## src/rtl/dpi_de_pkg.sv

```systemverilog
package dpi_de_pkg;

  function automatic logic in_span(int unsigned pos, int unsigned first, int unsigned len);
    return (pos >= first) && (pos < first + len);
  endfunction

endpackage

```

## src/rtl/dpi_h_track.sv

```systemverilog
module dpi_h_track #(
  parameter int unsigned LINE_LEN = 1650,
  parameter int unsigned XW       = 11
) (
  input  logic          clk_i,
  input  logic          rst_ni,
  input  logic          hsync_i,
  output logic          rise_o,
  output logic          len_bad_o,
  output logic [XW-1:0] x_o
);
  localparam logic [XW-1:0] LenW = XW'(LINE_LEN);

  logic          hs_q, seen_q;
  logic [XW-1:0] cnt_q;

  assign rise_o = hsync_i & ~hs_q;
  assign x_o    = rise_o ? '0 : cnt_q;
  // short line at a rising edge, or overrun with no edge yet
  assign len_bad_o = seen_q & (rise_o ? (cnt_q != LenW) : (cnt_q == LenW));

  always_ff @(posedge clk_i or negedge rst_ni) begin
    if (!rst_ni) begin
      hs_q   <= 1'b0;
      seen_q <= 1'b0;
      cnt_q  <= '0;
    end else begin
      hs_q <= hsync_i;
      if (rise_o) seen_q <= 1'b1;
      cnt_q <= (&x_o) ? x_o : x_o + 1'b1;
    end
  end

endmodule

```

## src/rtl/dpi_v_track.sv

```systemverilog
module dpi_v_track #(
  parameter int unsigned FRAME_LEN = 750,
  parameter int unsigned YW        = 10
) (
  input  logic          clk_i,
  input  logic          rst_ni,
  input  logic          vsync_i,
  input  logic          rise_h_i,
  output logic          bound_o,
  output logic          seen_o,
  output logic          cnt_bad_o,
  output logic [YW-1:0] y_o
);
  localparam logic [YW-1:0] LastW = YW'(FRAME_LEN - 1);

  logic          vs_q, pend_q, seen_q;
  logic [YW-1:0] cnt_q;
  logic          start;

  // a vsync edge opens the frame at the same or next hsync edge
  assign start   = (vsync_i & ~vs_q) | pend_q;
  assign bound_o = rise_h_i & start;
  assign seen_o  = seen_q;
  assign y_o     = bound_o  ? '0 :
                   rise_h_i ? ((&cnt_q) ? cnt_q : cnt_q + 1'b1) : cnt_q;
  assign cnt_bad_o = seen_q & rise_h_i & (start ? (cnt_q != LastW) : (cnt_q == LastW));

  always_ff @(posedge clk_i or negedge rst_ni) begin
    if (!rst_ni) begin
      vs_q   <= 1'b0;
      pend_q <= 1'b0;
      seen_q <= 1'b0;
      cnt_q  <= '0;
    end else begin
      vs_q   <= vsync_i;
      pend_q <= rise_h_i ? 1'b0 : start;
      seen_q <= seen_q | bound_o;
      cnt_q  <= y_o;
    end
  end

endmodule

```

## src/rtl/dpi_lock_track.sv

```systemverilog
module dpi_lock_track #(
  parameter int unsigned NEED = 2,
  parameter int unsigned GW   = 2
) (
  input  logic clk_i,
  input  logic rst_ni,
  input  logic bound_i,
  input  logic seen_i,
  input  logic bad_i,
  output logic lock_o
);
  logic [GW-1:0] good_q, good_inc;
  logic          dirty_q, lock_q;

  assign good_inc = (&good_q) ? good_q : good_q + 1'b1;
  assign lock_o   = lock_q;

  always_ff @(posedge clk_i or negedge rst_ni) begin
    if (!rst_ni) begin
      good_q  <= '0;
      dirty_q <= 1'b0;
      lock_q  <= 1'b0;
    end else if (bound_i) begin
      dirty_q <= 1'b0;
      // a fault on the boundary sample belongs to the closing frame
      if (seen_i && !dirty_q && !bad_i) begin
        good_q <= good_inc;
        lock_q <= (32'(good_inc) >= NEED);
      end else begin
        good_q <= '0;
        lock_q <= 1'b0;
      end
    end else if (bad_i) begin
      dirty_q <= 1'b1;
      good_q  <= '0;
      lock_q  <= 1'b0;
    end
  end

endmodule

```

## src/rtl/dpi_de_recover.sv

```systemverilog
module dpi_de_recover
  import dpi_de_pkg::*;
#(
  parameter int unsigned H_ACTIVE    = 1280,
  parameter int unsigned H_FRONT     = 110,
  parameter int unsigned H_SYNC      = 40,
  parameter int unsigned H_BACK      = 220,
  parameter int unsigned V_ACTIVE    = 720,
  parameter int unsigned V_FRONT     = 5,
  parameter int unsigned V_SYNC      = 5,
  parameter int unsigned V_BACK      = 20,
  parameter int unsigned LOCK_FRAMES = 2,
  parameter int unsigned CW          = 8,
  localparam int unsigned H_TOTAL = H_SYNC + H_BACK + H_ACTIVE + H_FRONT,
  localparam int unsigned V_TOTAL = V_SYNC + V_BACK + V_ACTIVE + V_FRONT,
  localparam int unsigned XW      = $clog2(H_TOTAL + 2),
  localparam int unsigned YW      = $clog2(V_TOTAL + 2)
) (
  input  logic          clk_i,
  input  logic          rst_ni,
  input  logic          hsync_i,
  input  logic          vsync_i,
  input  logic [CW-1:0] red_i,
  input  logic [CW-1:0] green_i,
  input  logic [CW-1:0] blue_i,
  output logic          hsync_o,
  output logic          vsync_o,
  output logic [CW-1:0] red_o,
  output logic [CW-1:0] green_o,
  output logic [CW-1:0] blue_o,
  output logic          de_o,
  output logic          lock_o,
  output logic [XW-1:0] px_x_o,
  output logic [YW-1:0] px_y_o
);
  localparam int unsigned GW = $clog2(LOCK_FRAMES + 1);

  logic          rise_h, h_bad, bound, v_seen, v_bad, mismatch, locked, in_win;
  logic [XW-1:0] x_w;
  logic [YW-1:0] y_w;

  dpi_h_track #(.LINE_LEN(H_TOTAL), .XW(XW)) i_h_track (
    .clk_i, .rst_ni, .hsync_i,
    .rise_o(rise_h), .len_bad_o(h_bad), .x_o(x_w)
  );

  dpi_v_track #(.FRAME_LEN(V_TOTAL), .YW(YW)) i_v_track (
    .clk_i, .rst_ni, .vsync_i, .rise_h_i(rise_h),
    .bound_o(bound), .seen_o(v_seen), .cnt_bad_o(v_bad), .y_o(y_w)
  );

  assign mismatch = h_bad | v_bad;

  dpi_lock_track #(.NEED(LOCK_FRAMES), .GW(GW)) i_lock_track (
    .clk_i, .rst_ni, .bound_i(bound), .seen_i(v_seen), .bad_i(mismatch),
    .lock_o(locked)
  );

  assign in_win = in_span(32'(x_w), H_SYNC + H_BACK, H_ACTIVE) &
                  in_span(32'(y_w), V_SYNC + V_BACK, V_ACTIVE);
  assign lock_o = locked;

  // single output stage keeps sync, colour and enable aligned
  always_ff @(posedge clk_i or negedge rst_ni) begin
    if (!rst_ni) begin
      hsync_o <= 1'b0;
      vsync_o <= 1'b0;
      red_o   <= '0;
      green_o <= '0;
      blue_o  <= '0;
      de_o    <= 1'b0;
      px_x_o  <= '0;
      px_y_o  <= '0;
    end else begin
      hsync_o <= hsync_i;
      vsync_o <= vsync_i;
      red_o   <= red_i;
      green_o <= green_i;
      blue_o  <= blue_i;
      de_o    <= locked & ~mismatch & in_win;
      px_x_o  <= x_w;
      px_y_o  <= y_w;
    end
  end

endmodule

```

## config.mk

```make
export PLATFORM = sky130hd
export DESIGN_NAME = dpi_de_recover
export DESIGN_NICKNAME = d
export VERILOG_FILES = /design/src/rtl/dpi_de_pkg.sv /design/src/rtl/dpi_h_track.sv /design/src/rtl/dpi_v_track.sv /design/src/rtl/dpi_lock_track.sv /design/src/rtl/dpi_de_recover.sv
export SDC_FILE = /design/constraint.sdc
export NUM_CORES = 1
export LEC_CHECK = 0
export BUFFER_PORTS_ARGS = -buffer_cell sky130_fd_sc_hd__buf_2
export CAP_MARGIN = 10
export CORE_MARGIN = 4
export CORE_UTILIZATION = 38
export CTS_CLUSTER_DIAMETER = 40
export DETAILED_ROUTE_END_ITERATION = 12
export PLACE_DENSITY_LB_ADDON = 0.3
export SETUP_SLACK_MARGIN = 0.15
export SLEW_MARGIN = 10
export SYNTH_ARGS = -nofsm -noshare
export SYNTH_HDL_FRONTEND = slang
export SYNTH_SLANG_ARGS = --single-unit
```

## constraint.sdc

```tcl
create_clock -name clk_i -period 6 [get_ports clk_i]
set_input_delay 0.6 -clock clk_i [delete_from_list [all_inputs] [get_ports clk_i]]
set_output_delay 0.6 -clock clk_i [all_outputs]
set_load 0.03 [all_outputs]
```

==> impl_metrics.prom <==
# TYPE chip_impl_metric gauge
chip_impl_metric{name="postRouteAntennaNets",unit=""} 0
chip_impl_metric{name="drt_drc_violations_left",unit=""} 0
chip_impl_metric{name="finalWeightedCongestion",unit=""} 0.8177
chip_impl_metric{name="place.detailed.instances",unit=""} 389
chip_impl_info{name="worstSetupStartpoint",value="i_h_track.hs_q"} 1
chip_impl_metric{name="max_clock_freq",unit="GHz"} 0.3737
chip_impl_metric{name="synth_area_per_cell",unit="um2"} 12.01
chip_impl_metric{name="synth_async_sr_flop_share",unit=""} 1.000
chip_impl_metric{name="transition_at_the_pin_with_the_smallest_max_transition_slack",unit="ns"} 0.9736
chip_impl_metric{name="globalRouteOverflowTotal",unit=""} 0
chip_impl_metric{name="ys_seq_area_frac",unit=""} 0.6021
chip_impl_metric{name="setup-tns-final",unit="ns"} 0
chip_impl_metric{name="drt-pass1-iter-count",unit=""} 4
chip_impl_info{name="synth_top_flop_cell",value="sky130_fd_sc_hd__dfrtp_1"} 1
chip_impl_info{name="critical_path.endpoint_type",value="register"} 1
chip_impl_metric{name="critical_path_peak_fanout",unit=""} 23
chip_impl_metric{name="leakage",unit="nW"} 1.649
chip_impl_metric{name="sequential_cell_area",unit="um2"} 1627
chip_impl_metric{name="synth.distinct_cells",unit=""} 55
chip_impl_metric{name="clock_period_minus_final_worst_setup_slack",unit="ns"} 2.676
chip_impl_info{name="timing.hold.worst.start",value="blue_i[3]"} 1
chip_impl_metric{name="dp_hpwl",unit="mm"} 3.847
chip_impl_metric{name="crit_required",unit="ns"} 6.20
chip_impl_metric{name="combined_area_of_the_multi_input_logic_cells",unit="um2"} 978.4
chip_impl_info{name="min_path_type",value="primary input to register"} 1
chip_impl_metric{name="cts_sinks",unit=""} 65
chip_impl_metric{name="worst_skew_pair.late_latency",unit="ns"} 0.34
chip_impl_metric{name="globalRouteTotalUtil",unit=""} 0.1444
chip_impl_info{name="outcome",value="complete, no violations"} 1
chip_impl_metric{name="num_rows",unit=""} 30
chip_impl_metric{name="initial_utilization",unit=""} 0.3954
chip_impl_info{name="rsz0062_at_grt",value="false"} 1
chip_impl_metric{name="initial_antenna_violation_count",unit=""} 0
chip_impl_info{name="worstReg2RegStart",value="i_h_track.hs_q"} 1
chip_impl_metric{name="fp.dieW",unit="um"} 92.32
chip_impl_metric{name="finalWirelength",unit="mm"} 5.492
chip_impl_metric{name="timing.final.max_slew_violations",unit=""} 0
chip_impl_info{name="layout.cells.most_common",value="sky130_fd_sc_hd__buf_2"} 1
chip_impl_metric{name="number_of_nets_at_the_end_of_the_flow",unit=""} 336
chip_impl_metric{name="cts_repair_resize_count",unit=""} 0
chip_impl_metric{name="hold_violations",unit=""} 0
chip_impl_metric{name="clkSlewWorstSetupHoldPaths",unit="ns"} 0.08
chip_impl_info{name="worst-setup-path-type",value="register to register"} 1
chip_impl_metric{name="final_non_filler_cell_total",unit=""} 405
chip_impl_metric{name="worst_slew_margin_rel",unit=""} 0.3486
chip_impl_metric{name="arrival",unit="ns"} 2.88
chip_impl_metric{name="wl_per_cell",unit="um"} 13.56
chip_impl_metric{name="area_delta_synth_final",unit="%"} 24.46
chip_impl_metric{name="grt_start_max_net_pins",unit=""} 66
chip_impl_metric{name="floorplan.die.height",unit="um"} 92.32
chip_impl_metric{name="total_power",unit="mW"} 1.094
chip_impl_metric{name="vdd_drop_max",unit="V"} 0.0001316
chip_impl_metric{name="synthesis.yosys.warnings",unit=""} 0
chip_impl_metric{name="total_nets_after_synthesis",unit=""} 257
chip_impl_metric{name="synthesis.instances",unit=""} 225
chip_impl_metric{name="first_global_vias",unit=""} 1993
chip_impl_metric{name="utilization",unit=""} 0.4921
chip_impl_metric{name="io_pins",unit=""} 77
chip_impl_metric{name="final_layout_fill_cell_count",unit=""} 660
chip_impl_metric{name="port-buffer-count",unit=""} 76
chip_impl_metric{name="dr.first_iter.drc_count",unit=""} 98
chip_impl_metric{name="powerDensity",unit="nW/um2"} 325.4
chip_impl_metric{name="timing.final.crit_share",unit=""} 0.4460
chip_impl_metric{name="register_bit_count_reported_by_yosys",unit=""} 65
chip_impl_metric{name="drive_above_1_share",unit=""} 0.3495
chip_impl_metric{name="skew",unit="ns"} 0.009102
chip_impl_metric{name="first_pass_grt_wire_length",unit="mm"} 9.611
chip_impl_info{name="ctsRootBufferMaster",value="sky130_fd_sc_hd__clkbuf_8"} 1
chip_impl_metric{name="final-setup-viol-count",unit=""} 0
chip_impl_metric{name="cts-htree-levels",unit=""} 3
chip_impl_metric{name="route.detailed.vias_per_inst",unit=""} 4.802
chip_impl_metric{name="hold_buffers",unit=""} 0
chip_impl_metric{name="num_vias",unit=""} 1945
chip_impl_info{name="critical_path.startpoint_type",value="register"} 1
chip_impl_info{name="final_cell_mix",value="sky130_fd_sc_hd__buf_2, sky130_fd_sc_hd__dfrtp_1, sky130_fd_sc_hd__nor2_1"} 1
chip_impl_metric{name="cts_buffer_count",unit=""} 9
chip_impl_metric{name="max-clock-path-buffers",unit=""} 2
chip_impl_metric{name="synth-edff-count",unit=""} 0
chip_impl_info{name="clock_tree_from_tritoncts",value="built"} 1
chip_impl_metric{name="core-area",unit="um2"} 6832
chip_impl_metric{name="post_cts_setup_repair_buffer_count",unit=""} 0
chip_impl_metric{name="n_antenna_cell",unit=""} 0
chip_impl_metric{name="timing.max_cap.violations",unit=""} 0
chip_impl_metric{name="synth_area",unit="um2"} 2701
chip_impl_metric{name="dieArea",unit="um2"} 8522
==> worst paths after layout <==
kind                                 endpoint  slack (ns)  cells past startpoint
min in group asynchronous  i_v_track.cnt_q[6]        0.42                      2
setup / recovery           i_h_track.cnt_q[9]        3.32                      9
max in group asynchronous           blue_o[0]        5.08                      2
setup reg to reg           i_h_track.cnt_q[9]        3.32                      9
hold / removal                      blue_o[3]        0.36                      1
hold reg to reg              i_h_track.seen_q        0.47                      1
==> per-layer routing <==
metal / up-vias / part of all wire / global-route usage
met3: 9 / 0.071 / 0.04712
li1: 946 / - / -
met2: 67 / 0.46 / 0.2157
met1: 923 / 0.45 / 0.1838
met5: - / 0 / 0
met4: 0 / 0.021 / 0.08168
==> final cells by class <==
| cell class | count | share of cell area |
|---|---|---|
| sequential | 65 | 0.4838 |
| multi-input combinational | 143 | 0.2910 |
| timing repair buffer | 77 | 0.1154 |
| clock buffer | 9 | 0.03684 |
| tap | 96 | 0.03573 |
| clock inverter | 7 | 0.02828 |
| inverter | 8 | 0.008932 |
==> kinds of logic after synthesis <==
kind of cell,after synthesis,share of synthesized area
adders and majority gates,4,0.01853
xor gates and xnor gates,9,0.02918
AOI/OAI and AO/OA,31,0.08986
and+or+nand+nor,93,0.2006
DFF,65,0.6021
buffers and inverters,17,0.03566
muxes,6,0.02408
==> worst max-delay path, cell delays in order (launching register included) <==
cell	delay, ns
sky130_fd_sc_hd__dfrtp_1	0.38
sky130_fd_sc_hd__nand2b_2	0.42
sky130_fd_sc_hd__nand2_1	0.14
sky130_fd_sc_hd__inv_1	0.11
sky130_fd_sc_hd__ha_1	0.20
sky130_fd_sc_hd__nand4_1	0.17
sky130_fd_sc_hd__or4_1	0.72
sky130_fd_sc_hd__nand4_1	0.18
sky130_fd_sc_hd__xor2_1	0.16
sky130_fd_sc_hd__nor2_1	0.05
==> power breakdown <==
part           total [mW]  leakage [nW]  internal, mW  switching (mW)
registers           0.506         0.816         0.474          0.0327
logic               0.180         0.736        0.0661           0.113
clock network       0.408        0.0975         0.233           0.176
==> synthesized netlist by cell type, types with 2 or more instances <==
library cell / number / area (um2)
sky130_fd_sc_hd__o21ai_0: 2 / 10.01
sky130_fd_sc_hd__nor2b_1: 5 / 31.28
sky130_fd_sc_hd__o21a_1: 2 / 15.01
sky130_fd_sc_hd__and3_1: 4 / 25.02
sky130_fd_sc_hd__nor3_2: 2 / 20.02
sky130_fd_sc_hd__xor2_1: 5 / 43.79
sky130_fd_sc_hd__buf_6: 2 / 22.52
sky130_fd_sc_hd__o2111ai_1: 2 / 17.52
sky130_fd_sc_hd__buf_2: 2 / 10.01
sky130_fd_sc_hd__nand4_1: 6 / 37.54
sky130_fd_sc_hd__nor2_1: 21 / 78.83
sky130_fd_sc_hd__ha_1: 4 / 50.05
sky130_fd_sc_hd__a31oi_1: 2 / 12.51
sky130_fd_sc_hd__buf_4: 4 / 30.03
sky130_fd_sc_hd__xnor2_1: 4 / 35.03
sky130_fd_sc_hd__mux2i_1: 5 / 50.05
sky130_fd_sc_hd__o31a_1: 2 / 17.52
sky130_fd_sc_hd__a21oi_1: 5 / 25.02
sky130_fd_sc_hd__nor4_2: 2 / 25.02
sky130_fd_sc_hd__dfrtp_1: 65 / 1627
sky130_fd_sc_hd__nand3_1: 7 / 35.03
sky130_fd_sc_hd__nor4_1: 3 / 18.77
sky130_fd_sc_hd__a211oi_1: 2 / 15.01
sky130_fd_sc_hd__and2_1: 7 / 43.79
sky130_fd_sc_hd__inv_1: 8 / 30.03
sky130_fd_sc_hd__nand2_1: 18 / 67.56
sky130_fd_sc_hd__nand2b_1: 4 / 25.02
sky130_fd_sc_hd__nor3_1: 3 / 15.01
==> sequential cells by signal (all words and copies together), names as in the netlist <==
register              count
i_v_track.vs_q            1
i_lock_track.good_q       1
i_v_track.cnt_q          10
red_o                     8
px_x_o                   11
green_o                   8
i_h_track.hs_q            1
de_o                      1
i_h_track.seen_q          1
i_lock_track.lock_o       1
i_h_track.cnt_q          11
i_v_track.seen_o          1
blue_o                    8
i_v_track.pend_q          1
i_lock_track.dirty_q      1
==> stage by stage <==
| stage | setup WS (ns) | hold WS (ns) | area (um2) |
|---|---|---|---|
| 6_report | 3.324 | 0.3588 | 3362 |
| 5_1_grt | 3.053 | 0.3289 | 3362 |
| 4_1_cts | 3.323 | 0.3396 | 3362 |
| 3_5_place_dp | 3.062 | 0.4587 | 3143 |
| 3_3_place_gp | 3.147 | 0.4541 | 3143 |
| 2_1_floorplan | 3.472 | 0.3044 | 2701 |
Power figures use the tool's default switching activity.
